**src/rtl/blkrd_pkg.sv**
```systemverilog
package blkrd_pkg;

    typedef enum logic [1:0] {
        ST_IDLE,
        ST_ADDR,
        ST_NIB,
        ST_BYTE
    } st_e;

    localparam logic [7:0] CMD_NIB   = 8'h07;
    localparam logic [7:0] CMD_BYTE  = 8'h27;
    localparam logic [7:0] MARK_VAL  = 8'hFD;
    localparam logic [7:0] END_VAL   = 8'h00;

    localparam logic [5:0] CTL_SEL     = 6'h01;
    localparam logic [5:0] CTL_NIB_GO  = 6'h03;
    localparam logic [5:0] CTL_BYTE_GO = 6'h25;
    localparam logic [5:0] CTL_FIN_A   = 6'h26;
    localparam logic [5:0] CTL_FIN_B   = 6'h27;

    localparam logic [4:0] REG_TEST_CTL = 5'h13;
    localparam logic [4:0] REG_SRC_SEL  = 5'h0A;
    localparam logic [7:0] SRC_PATTERN  = 8'h11;

    typedef struct packed {
        logic lo_fetch;
        logic hi_fetch;
        logic byte_fetch;
        logic fin_a;
        logic fin_b;
        logic phase;
        logic dir_rd;
    } ctl_ev_t;

endpackage

```
**src/rtl/blkrd_ctl_decode.sv**
```systemverilog
module blkrd_ctl_decode
    import blkrd_pkg::*;
(
    input  logic [5:0] ctrl_i,
    output ctl_ev_t    ev_o
);
    always_comb begin
        ev_o.lo_fetch   = (ctrl_i[5:1] == 5'b00011);
        ev_o.hi_fetch   = (ctrl_i[5:1] == 5'b00010);
        ev_o.byte_fetch = (ctrl_i[5:1] == 5'b10010);
        ev_o.fin_a      = (ctrl_i == CTL_FIN_A);
        ev_o.fin_b      = (ctrl_i == CTL_FIN_B);
        ev_o.phase      = ctrl_i[0];
        ev_o.dir_rd     = ctrl_i[5];
    end
endmodule

```
**src/rtl/blkrd_pattern.sv**
```systemverilog
module blkrd_pattern #(
    parameter int DW = 8,
    localparam int IW = DW + 1
) (
    input  logic [IW-1:0] idx_i,
    output logic [DW-1:0] byte_o
);
    logic [DW-1:0] pair;

    always_comb begin
        pair = idx_i[DW:1];
        if (idx_i[0]) begin
            byte_o = ~pair;
        end else begin
            byte_o = pair;
        end
    end
endmodule

```
**src/rtl/blkrd_selftest_arm.sv**
```systemverilog
module blkrd_selftest_arm
    import blkrd_pkg::*;
#(
    parameter int AW = 5,
    parameter int DW = 8
) (
    input  logic          clk,
    input  logic          rst_n,
    input  logic          we_i,
    input  logic [AW-1:0] addr_i,
    input  logic [DW-1:0] wdata_i,
    output logic          test_o
);
    typedef struct packed {
        logic [1:0] step;
        logic       on;
    } arm_t;

    arm_t arm_d, arm_q;

    logic is_ctl, is_sel;

    always_comb begin
        arm_d  = arm_q;
        is_ctl = (addr_i == AW'(REG_TEST_CTL));
        is_sel = (addr_i == AW'(REG_SRC_SEL));
        if (we_i) begin
            if (is_ctl && wdata_i == DW'(1)) begin
                arm_d.step = 2'd1;
            end else if (arm_q.step == 2'd1 && is_ctl && wdata_i == DW'(0)) begin
                arm_d.step = 2'd2;
            end else if (arm_q.step == 2'd2 && is_sel && wdata_i == DW'(SRC_PATTERN)) begin
                arm_d.step = 2'd0;
                arm_d.on   = 1'b1;
            end else begin
                arm_d.step = 2'd0;
                if (is_sel) begin
                    arm_d.on = 1'b0;
                end
            end
        end
    end

    always_ff @(posedge clk) begin
        if (!rst_n) begin
            arm_q <= '0;
        end else begin
            arm_q <= arm_d;
        end
    end

    assign test_o = arm_q.on;
endmodule

```
**src/rtl/blkrd_streamer.sv**
```systemverilog
module blkrd_streamer
    import blkrd_pkg::*;
#(
    parameter int DW    = 8,
    parameter int CW    = 6,
    parameter int CFG_AW = 5
) (
    input  logic              clk,
    input  logic              rst_n,
    input  logic [DW-1:0]     host_data_i,
    input  logic [CW-1:0]     host_ctrl_i,
    input  logic              cfg_we_i,
    input  logic [CFG_AW-1:0] cfg_addr_i,
    input  logic [DW-1:0]     cfg_wdata_i,
    output logic              fifo_rd_en_o,
    input  logic [DW-1:0]     fifo_rd_data_i,
    output logic [DW/2-1:0]   stat_nib_o,
    output logic              stat_same_o,
    output logic              bus_oe_o,
    output logic [DW-1:0]     bus_data_o,
    output logic              done_o
);
    localparam int HW = DW / 2;
    localparam int IW = DW + 1;

    typedef struct packed {
        st_e           st;
        logic [DW-1:0] cmd;
        logic          ph;
        logic          half;
        logic [DW-1:0] cur;
        logic          mark;
        logic          last;
        logic          done;
        logic          pop;
        logic [IW-1:0] idx;
    } core_t;

    core_t   c_d, c_q;
    ctl_ev_t ev;
    logic    test_mode;
    logic [DW-1:0] pat_byte;
    logic    load;

    blkrd_ctl_decode u_dec (
        .ctrl_i (host_ctrl_i),
        .ev_o   (ev)
    );

    blkrd_pattern #(.DW(DW)) u_pat (
        .idx_i  (c_q.idx),
        .byte_o (pat_byte)
    );

    blkrd_selftest_arm #(.AW(CFG_AW), .DW(DW)) u_arm (
        .clk     (clk),
        .rst_n   (rst_n),
        .we_i    (cfg_we_i),
        .addr_i  (cfg_addr_i),
        .wdata_i (cfg_wdata_i),
        .test_o  (test_mode)
    );

    always_comb begin
        c_d     = c_q;
        c_d.pop = 1'b0;
        load    = 1'b0;

        unique case (c_q.st)
            ST_IDLE: begin
                if (host_ctrl_i == CTL_SEL) begin
                    c_d.cmd = host_data_i;
                    c_d.st  = ST_ADDR;
                end
            end

            ST_ADDR: begin
                if (host_ctrl_i == CTL_SEL) begin
                    c_d.cmd = host_data_i;
                end else if ((host_ctrl_i == CTL_NIB_GO && c_q.cmd == CMD_NIB) ||
                             (host_ctrl_i == CTL_BYTE_GO && c_q.cmd == CMD_BYTE)) begin
                    c_d.st   = (host_ctrl_i == CTL_NIB_GO) ? ST_NIB : ST_BYTE;
                    c_d.ph   = 1'b1;
                    c_d.half = 1'b0;
                    c_d.cur  = '0;
                    c_d.mark = 1'b0;
                    c_d.last = 1'b0;
                    c_d.done = 1'b0;
                    c_d.idx  = '0;
                end else begin
                    c_d.st = ST_IDLE;
                end
            end

            ST_NIB: begin
                if (host_ctrl_i == CTL_SEL) begin
                    c_d.cmd = host_data_i;
                    c_d.st  = ST_ADDR;
                end else begin
                    if (host_data_i == MARK_VAL) begin
                        c_d.mark = 1'b1;
                    end
                    if (ev.lo_fetch && ev.phase != c_q.ph && !c_q.last) begin
                        load     = 1'b1;
                        c_d.ph   = ev.phase;
                        c_d.half = 1'b0;
                        c_d.last = c_q.mark;
                    end else if (ev.lo_fetch && ev.phase == c_q.ph) begin
                        c_d.half = 1'b0;
                    end else if (ev.hi_fetch && ev.phase == c_q.ph) begin
                        c_d.half = 1'b1;
                    end
                    if (c_q.last && host_data_i == END_VAL) begin
                        c_d.done = 1'b1;
                        c_d.st   = ST_IDLE;
                    end
                end
            end

            ST_BYTE: begin
                if (!ev.dir_rd) begin
                    c_d.st = ST_IDLE;
                end else if (ev.byte_fetch && ev.phase != c_q.ph && !c_q.last) begin
                    load   = 1'b1;
                    c_d.ph = ev.phase;
                end else if (ev.fin_a && !c_q.last) begin
                    load     = 1'b1;
                    c_d.ph   = 1'b0;
                    c_d.last = 1'b1;
                end else if (ev.fin_b && c_q.last) begin
                    c_d.done = 1'b1;
                end
            end

            default: c_d.st = ST_IDLE;
        endcase

        if (load) begin
            if (test_mode) begin
                c_d.cur = pat_byte;
                c_d.idx = c_q.idx + IW'(1);
            end else begin
                c_d.cur = fifo_rd_data_i;
                c_d.pop = 1'b1;
            end
        end
    end

    always_ff @(posedge clk) begin
        if (!rst_n) begin
            c_q <= '{st: ST_IDLE, default: '0};
        end else begin
            c_q <= c_d;
        end
    end

    assign fifo_rd_en_o = c_q.pop;
    assign done_o       = c_q.done;
    assign bus_oe_o     = (c_q.st == ST_BYTE);
    assign bus_data_o   = (c_q.st == ST_BYTE) ? c_q.cur : '0;
    assign stat_nib_o   = (c_q.st != ST_NIB) ? '0 :
                          (c_q.half ? c_q.cur[DW-1:HW] : c_q.cur[HW-1:0]);
    assign stat_same_o  = (c_q.st == ST_NIB) && (c_q.cur[DW-1:HW] == c_q.cur[HW-1:0]);

endmodule

```
**config.mk**
```make
export PLATFORM = sky130hd
export DESIGN_NAME = blkrd_streamer
export DESIGN_NICKNAME = d
export VERILOG_FILES = /design/src/rtl/blkrd_pkg.sv /design/src/rtl/blkrd_ctl_decode.sv /design/src/rtl/blkrd_pattern.sv /design/src/rtl/blkrd_selftest_arm.sv /design/src/rtl/blkrd_streamer.sv
export SDC_FILE = /design/constraint.sdc
export NUM_CORES = 1
export LEC_CHECK = 0
export BUFFER_PORTS_ARGS = -buffer_cell sky130_fd_sc_hd__buf_2
export CORE_UTILIZATION = 49
export CTS_CLUSTER_SIZE = 12
export DETAILED_ROUTE_END_ITERATION = 6
export HOLD_SLACK_MARGIN = 0.05
export PLACE_DENSITY = 0.87
export SLEW_MARGIN = 10
export SYNTH_ARGS = -nofsm -noshare
export SYNTH_HDL_FRONTEND = slang
export SYNTH_HIERARCHICAL = 1
export SYNTH_SLANG_ARGS = --single-unit
```
**constraint.sdc**
```tcl
create_clock -name clk -period 2.05 [get_ports clk]
set_input_delay 0.41 -clock clk [delete_from_list [all_inputs] [get_ports clk]]
set_output_delay 0.41 -clock clk [all_outputs]
set_load 0.02 [all_outputs]
```
==> results.toml, run 1 <==
[run_status]
run_status = "finished, final reports clean"

[route]
finalWirelength_um = 5790
dr.pass1.iters = 4
avgViaCountPerCell = 5.64
wire_length_per_cell_after_detailed_routing_um = 13.7
route.vias.total = 2379
post-route-drc-count = 0
drtAntennaViolNets = 0
first_iter_violations = 181

[global_routing]
antenna_found_initial = 0
first_global_vias = 2232
grt_start_max_net_pins = 29
grt_use_total_pct = 22.7
first_pass_grt_wire_length_um = 9550
gr-total-overflow = 0

[floorplanning]
design.portCount = 54
full_die_area_um2 = 5380
core_area_um2 = 4820
rows = 25
dieHeight_um = 73.4
initial_core_util_pct = 51.8
floorplan.die.width_um = 73.4

[clock_tree]
htreeDepth = 2
quantity_of_hold_fixing_buffers_added_after_cts = 0
cts_clk_pin_slew_worst_paths_ns = 0.07
clk-insertion-delay-late_ns = 0.28
cts_root_buffer = "sky130_fd_sc_hd__clkbuf_8"
numClockSinks = 36
ctsResizeCount = 0
number_of_buffers_inserted_during_clock_tree_synthesis = 5
cts-root-to-sink-buffers = 2
cts.repair_timing.setup_buffer_count = 0
tritoncts_clock_tree = "done"

[synthesis]
ys_dominant_reg_cell = "sky130_fd_sc_hd__dfxtp_1"
synthesized_net_count = 338
synthesis.yosys.warnings = 6
post_synth.cell_area_avg_um2 = 8.49
synth_edf_count = 0
syn_area_um2 = 2490
synth_cells = 294
postSynth.asyncResetShare_pct = 0
ys_seq_elements = 36
synth.lib_cells_used.distinct = 62
part_of_the_yosys_area_used_for_sequential_elements_pct = 28.9

[timing]
max_slew_margin_pct = 59.6
slew_at_the_pin_closest_to_its_max_slew_limit_ns = 0.606
fin_skew_ns = 0.00345
min_period_over_period_pct = 94.5
timing_hold_violations_final = 0
setup-violations-final = 0
max_clock_freq_mhz = 516
final.setup.worst_slack_ns = 0.114
grt_setup_unrepaired = "false"
drv_slew = 0
final_period_minus_worst_setup_slack_ns = 1.94

[setup_path]
critPathArrivalTime_ns = 1.53
crit_path_start_kind = "register"
crit_path_end_kind = "output pin"
crit_required_ns = 1.64
critical_path.max_fanout = 14
worstSetupPathType = "reg -> out"
worst-r2r-cell-count = 9

[power_and_ir_drop]
combinationalPowerShare_pct = 14.4
vdd_ir_drop_max_v = 0.000353
power.total_mw = 1.47
internal-power_mw = 1.11
cellLeakagePower_nw = 1.20
p_sw_share_pct = 24.5
power_frac_seq_pct = 49.4
switchingPower_mw = 0.361
cellPowerDensity_nw_per_um2 = 491
relative_contribution_of_the_clock_network_to_total_power_pct = 36.2

[placement]
detailed_place.area_um2 = 2900
gp_routability_congestion = 0.866
place_worst_setup_slack_ns = -0.168
numPortBuffers = 53
post-dp-hpwl_um = 4420
dpl.cell_count = 415

[worst_hold_path]
min_delay_path_depth = 2
min-delay-path-class = "in -> reg"

[final_layout]
layout.cells.non_filler = 422
n_fill_cell = 428
drive_above_1_share_pct = 30.4
num-nets-final = 399
post-route-cell-area_um2 = 3000
finish.utilization_pct = 62.3
syn_to_final_growth_pct = 20.2
n_antenna_cell = 0

[job]
drv.max_cap_violation_count = 0
area by class of cell:
type	count	area, µm²	share of cell area (%)
sequential	36	721	24.0
tap	67	83.8	2.80
inverter	8	30.0	1.00
clock buffer	7	96.3	3.21
multi-input combinational	232	1650	54.9
timing repair buffer	72	420	14.0
stage by stage:
stage | hold slack [ns] | TNS (ns)
floorplan | 0.452 | 0
global placement | 0.466 | -1.70
detailed placement | 0.486 | -2.24
CTS | 0.362 | 0
global route | 0.376 | 0
finish | 0.372 | 0
synthesized netlist by cell type, types with 2 or more instances:
| cell | number | area share, % |
|---|---|---|
| sky130_fd_sc_hd__nor3b_1 | 2 | 0.60 |
| sky130_fd_sc_hd__and4bb_2 | 2 | 1.0 |
| sky130_fd_sc_hd__nand2_1 | 19 | 2.9 |
| sky130_fd_sc_hd__a31oi_1 | 5 | 1.3 |
| sky130_fd_sc_hd__a311oi_1 | 2 | 0.70 |
| sky130_fd_sc_hd__a21oi_1 | 17 | 3.4 |
| sky130_fd_sc_hd__and3_1 | 5 | 1.3 |
| sky130_fd_sc_hd__and4_1 | 3 | 1.1 |
| sky130_fd_sc_hd__mux2_2 | 8 | 3.6 |
| sky130_fd_sc_hd__nand4_1 | 4 | 1.0 |
| sky130_fd_sc_hd__nor3_1 | 9 | 1.8 |
| sky130_fd_sc_hd__o211ai_1 | 2 | 0.60 |
| sky130_fd_sc_hd__nand3_1 | 27 | 5.4 |
| sky130_fd_sc_hd__buf_2 | 5 | 1.0 |
| sky130_fd_sc_hd__o21ai_0 | 4 | 0.80 |
| sky130_fd_sc_hd__nand2b_1 | 2 | 0.50 |
| sky130_fd_sc_hd__buf_6 | 3 | 1.4 |
| sky130_fd_sc_hd__or3_1 | 3 | 0.75 |
| sky130_fd_sc_hd__and2_1 | 9 | 2.3 |
| sky130_fd_sc_hd__xnor2_1 | 9 | 3.2 |
| sky130_fd_sc_hd__and4b_1 | 2 | 0.80 |
| sky130_fd_sc_hd__nand3b_1 | 4 | 1.2 |
| sky130_fd_sc_hd__ha_1 | 6 | 3.0 |
| sky130_fd_sc_hd__buf_4 | 2 | 0.60 |
| sky130_fd_sc_hd__clkbuf_1 | 8 | 1.2 |
| sky130_fd_sc_hd__xor2_1 | 12 | 4.2 |
| sky130_fd_sc_hd__mux2i_1 | 14 | 5.6 |
| sky130_fd_sc_hd__a22o_2 | 2 | 0.80 |
| sky130_fd_sc_hd__o21a_1 | 5 | 1.5 |
| sky130_fd_sc_hd__inv_1 | 7 | 1.1 |
| sky130_fd_sc_hd__dfxtp_1 | 36 | 29 |
| sky130_fd_sc_hd__nand4b_1 | 3 | 1.1 |
| sky130_fd_sc_hd__nor3_2 | 2 | 0.80 |
| sky130_fd_sc_hd__nor2_1 | 23 | 3.5 |
path summary, 6_finish.rpt:
path / from / end / slack (ns)
worst max-delay path: c_q[32]$_SDFFE_PN0P_ / bus_data_o[1] / 0.11
worst min-delay path: cfg_wdata_i[0] / u_arm/arm_q[1]$_SDFFE_PN0P_ / 0.37
worst max register to register: c_q[31]$_SDFFE_PN0P_ / c_q[1]$_SDFF_PN0_ / 0.20
worst min register to register: c_q[25]$_SDFFE_PN0P_ / c_q[25]$_SDFFE_PN0P_ / 0.50
flip-flops by register name, indices dropped and copies added, names as in the netlist:
name          flops
c_q              31
u_arm/arm_q       2
fifo_rd_en_o      1
done_o            1
u_arm/test_o      1
power by group through the flow:
| stage | combinational (mW) | sequential (mW) | clock [mW] |
|---|---|---|---|
| 2_1_floorplan | 0.121 | 0.737 | 0 |
| 3_3_place_gp | 0.206 | 0.741 | 0 |
| 3_5_place_dp | 0.209 | 0.742 | 0 |
| 4_1_cts | 0.210 | 0.726 | 0.546 |
| 5_1_grt | 0.232 | 0.728 | 0.577 |
| 6_report | 0.212 | 0.727 | 0.533 |
routing by layer:
layer	track usage [%]	wire length, µm	vias to the layer above
li1	-	-	1186
met1	26.5	2520	1121
met2	40.2	2940	60
met3	5.35	219	12
met4	8.55	105	0
met5	0	0	-
kinds of logic after synthesis:
| group | Yosys count | synth area share (%) |
|---|---|---|
| simple gates | 132 | 31.9 |
| flops | 36 | 28.9 |
| compound gates | 51 | 14.2 |
| buf+inv | 26 | 5.37 |
| fa+ha+maj | 6 | 3.01 |
| mux | 22 | 9.23 |
| xor+xnor | 21 | 7.37 |
critical path: stages, from the launching register on:
cell and delay, ns:
sky130_fd_sc_hd__dfxtp_1 0.39, sky130_fd_sc_hd__ha_1 0.31, sky130_fd_sc_hd__buf_4 0.23, sky130_fd_sc_hd__and2_1 0.15, sky130_fd_sc_hd__buf_2 0.16
layout by cell type (no fill, tap or decap), types with 2 or more instances in the layout:
cell and count:
sky130_fd_sc_hd__buf_4 18, sky130_fd_sc_hd__xnor2_1 9, sky130_fd_sc_hd__a31oi_1 5, sky130_fd_sc_hd__and3_1 5, sky130_fd_sc_hd__and2_1 9, sky130_fd_sc_hd__dfxtp_1 36
sky130_fd_sc_hd__nand3b_1 4, sky130_fd_sc_hd__a22o_2 2, sky130_fd_sc_hd__nand4b_1 3, sky130_fd_sc_hd__ha_1 6, sky130_fd_sc_hd__buf_2 53, sky130_fd_sc_hd__or3_1 3
sky130_fd_sc_hd__nor3_2 3, sky130_fd_sc_hd__nor2_2 2, sky130_fd_sc_hd__nand2_1 19, sky130_fd_sc_hd__nand3_1 27, sky130_fd_sc_hd__inv_1 6, sky130_fd_sc_hd__o21a_1 5
sky130_fd_sc_hd__nor3b_1 2, sky130_fd_sc_hd__nor3_1 8, sky130_fd_sc_hd__clkbuf_8 7, sky130_fd_sc_hd__a21oi_1 17, sky130_fd_sc_hd__nand2b_1 2, sky130_fd_sc_hd__mux2_2 8
sky130_fd_sc_hd__inv_2 2, sky130_fd_sc_hd__o21ai_0 4, sky130_fd_sc_hd__o211ai_1 2, sky130_fd_sc_hd__and4_1 3, sky130_fd_sc_hd__a311oi_1 2, sky130_fd_sc_hd__nor2_1 22
sky130_fd_sc_hd__mux2i_1 14, sky130_fd_sc_hd__and4bb_2 2, sky130_fd_sc_hd__nand4_1 4, sky130_fd_sc_hd__xor2_1 12, sky130_fd_sc_hd__and4b_1 2
(Power assumes the default switching activity.)
==> inputs of run 2 (changes only) <==
==> constraint.sdc (replaced) <==
create_clock -name clk -period 2.05 [get_ports clk]
set_input_delay 0.205 -clock clk [delete_from_list [all_inputs] [get_ports clk]]
set_output_delay 0.205 -clock clk [all_outputs]
set_load 0.02 [all_outputs]
==> results.toml, run 2 (synthesis gave the netlist of run 1 again) <==
[timing]
max_clock_freq_mhz = 527
final_period_minus_worst_setup_slack_ns = 1.90
setup-violations-final = 0
drv_slew = 0
slew_at_the_pin_closest_to_its_max_slew_limit_ns = 0.639
grt_setup_unrepaired = "false"
max_slew_margin_pct = 57.3
setup-tns-final_ns = 0
fin_skew_ns = 0.00415
min_period_over_period_pct = 92.5
timing_hold_violations_final = 0

[floorplanning]
initial_core_util_pct = 51.8
dieHeight_um = 73.4
rows = 25
design.portCount = 54
core_area_um2 = 4820
floorplan.die.width_um = 73.4
full_die_area_um2 = 5380

[worst_hold_path]
min-delay-path-class = "in -> reg"
hold_end = "u_arm/arm_q[1]$_SDFFE_PN0P_"
min_delay_path_depth = 2
holdCritStartpoint = "cfg_wdata_i[0]"

[setup_path]
worstSetupPathType = "reg -> reg"
crit_path_start_kind = "register"
crit_required_ns = 2.27
worst-r2r-cell-count = 9
critical_path.max_fanout = 13
crit_path_end_kind = "register"
startpoint_of_the_lowest_slack_register_to_register_path = "c_q[31]$_SDFFE_PN0P_"
critPathArrivalTime_ns = 2.11
worst_reg2reg_endpoint = "c_q[2]$_SDFF_PN0_"
setup.reg_to_reg.worst_slack_ns = 0.15

[route]
dr.pass1.iters = 4
wire_length_per_cell_after_detailed_routing_um = 14.1
avgViaCountPerCell = 5.64
finalWirelength_um = 5910
drtAntennaViolNets = 0
post-route-drc-count = 0
route.vias.total = 2356
first_iter_violations = 126

[clock_tree]
htreeDepth = 2
clk-insertion-delay-late_ns = 0.29
tritoncts_clock_tree = "done"
cts_root_buffer = "sky130_fd_sc_hd__clkbuf_8"
cts_clk_pin_slew_worst_paths_ns = 0.07
numClockSinks = 36
number_of_buffers_inserted_during_clock_tree_synthesis = 5
quantity_of_hold_fixing_buffers_added_after_cts = 0
cts.repair_timing.setup_buffer_count = 0
cts-root-to-sink-buffers = 2

[final_layout]
final_cell_mix = "53 x sky130_fd_sc_hd__buf_2, 35 x sky130_fd_sc_hd__dfxtp_1, 27 x sky130_fd_sc_hd__nand3_1"
reg.largest.list = "c_q: 31 flops, u_arm/arm_q: 2 flops"
largest_register_ff_count = 31
num-nets-final = 394
most_common_library_cell_in_the_layout_ignoring_fill_and_taps = "sky130_fd_sc_hd__buf_2"
drive_above_1_share_pct = 29.6
finish.utilization_pct = 61.2
n_antenna_cell = 0
n_fill_cell = 460
largest_reg_by_ff_count = "c_q"
syn_to_final_growth_pct = 18.3

[placement]
gp_routability_congestion = 0.933
numPortBuffers = 53
post-dp-hpwl_um = 4360

[power_and_ir_drop]
cellPowerDensity_nw_per_um2 = 489
cellLeakagePower_nw = 1.17
vdd_ir_drop_max_v = 0.000287

[global_routing]
grt_start_max_net_pins = 29
first_pass_grt_wire_length_um = 9580
grt_use_total_pct = 23.0
first_global_vias = 2106
gr-total-overflow = 0
antenna_found_initial = 0

[run_status]
run_status = "finished, final reports clean"

[job]
drv.max_cap_violation_count = 0
==> run 2: worst max-delay path, cell delays in order (launching register included) <==
cell                       delay [ns]
sky130_fd_sc_hd__dfxtp_1         0.34
sky130_fd_sc_hd__inv_2           0.09
sky130_fd_sc_hd__ha_1            0.21
sky130_fd_sc_hd__buf_6           0.16
sky130_fd_sc_hd__nand3b_1        0.09
sky130_fd_sc_hd__a211oi_2        0.29
sky130_fd_sc_hd__buf_4           0.18
sky130_fd_sc_hd__or2_4           0.20
sky130_fd_sc_hd__nand3_1         0.09
sky130_fd_sc_hd__a21oi_1         0.17
==> run 2: area by class of cell <==
cell class	instances	area [µm²]	share of cell area, %
multi-input combinational	232	1650	55.9
sequential	36	722	24.5
timing repair buffer	67	374	12.7
tap	67	83.8	2.84
clock buffer	6	82.6	2.80
inverter	8	30.0	1.02
clock inverter	2	10.0	0.339
==> run 2: layer usage <==
| metal | global-route usage, % | part of all wire (%) | vias to the layer above |
|---|---|---|---|
| li1 | - | - | 1176 |
| met1 | 29.2 | 44 | 1105 |
| met2 | 38.9 | 50 | 65 |
| met3 | 4.39 | 4.4 | 10 |
| met4 | 7.91 | 1.4 | 0 |
| met5 | 0 | 0 | - |
==> run 2: what timing repair did <==
action / in CTS / in global routing
gates resized for setup: 0 / 5
setup endpoints to repair: 0 / 3
hold endpoints to repair: 0 / 0
==> run 2: stage by stage <==
step	instances	setup slack, ns	power (mW)	hold slack, ns	cell area (µm²)
5_1_grt	418	0.00970	1.51	0.172	2950
3_3_place_gp	410	0.0999	0.931	0.448	2850
3_5_place_dp	410	0.0669	0.938	0.462	2850
2_1_floorplan	294	0.112	0.858	0.336	2490
6_report	418	0.153	1.44	0.166	2950
4_1_cts	418	0.139	1.45	0.163	2940
==> run 2: worst max path at each step <==
stage                     depth (start not counted)                   end                 start
final                                             9     c_q[2]$_SDFF_PN0_  c_q[31]$_SDFFE_PN0P_
after global placement                            9     c_q[2]$_SDFF_PN0_        host_ctrl_i[2]
after CTS                                         9  c_q[14]$_SDFFE_PN0P_  c_q[31]$_SDFFE_PN0P_
after floorplan                                   8     c_q[7]$_SDFF_PN0_  c_q[32]$_SDFFE_PN0P_
after detailed placement                          8     c_q[6]$_SDFF_PN0_        host_ctrl_i[2]
after global routing                              9  c_q[17]$_SDFFE_PN0P_  c_q[31]$_SDFFE_PN0P_
==> run 2: where the power goes <==
group / total [mW] / switching, mW / internal (mW)
Combinational: 0.199 / 0.111 / 0.0886
Clock: 0.517 / 0.249 / 0.268
Sequential: 0.727 / 0.0157 / 0.711
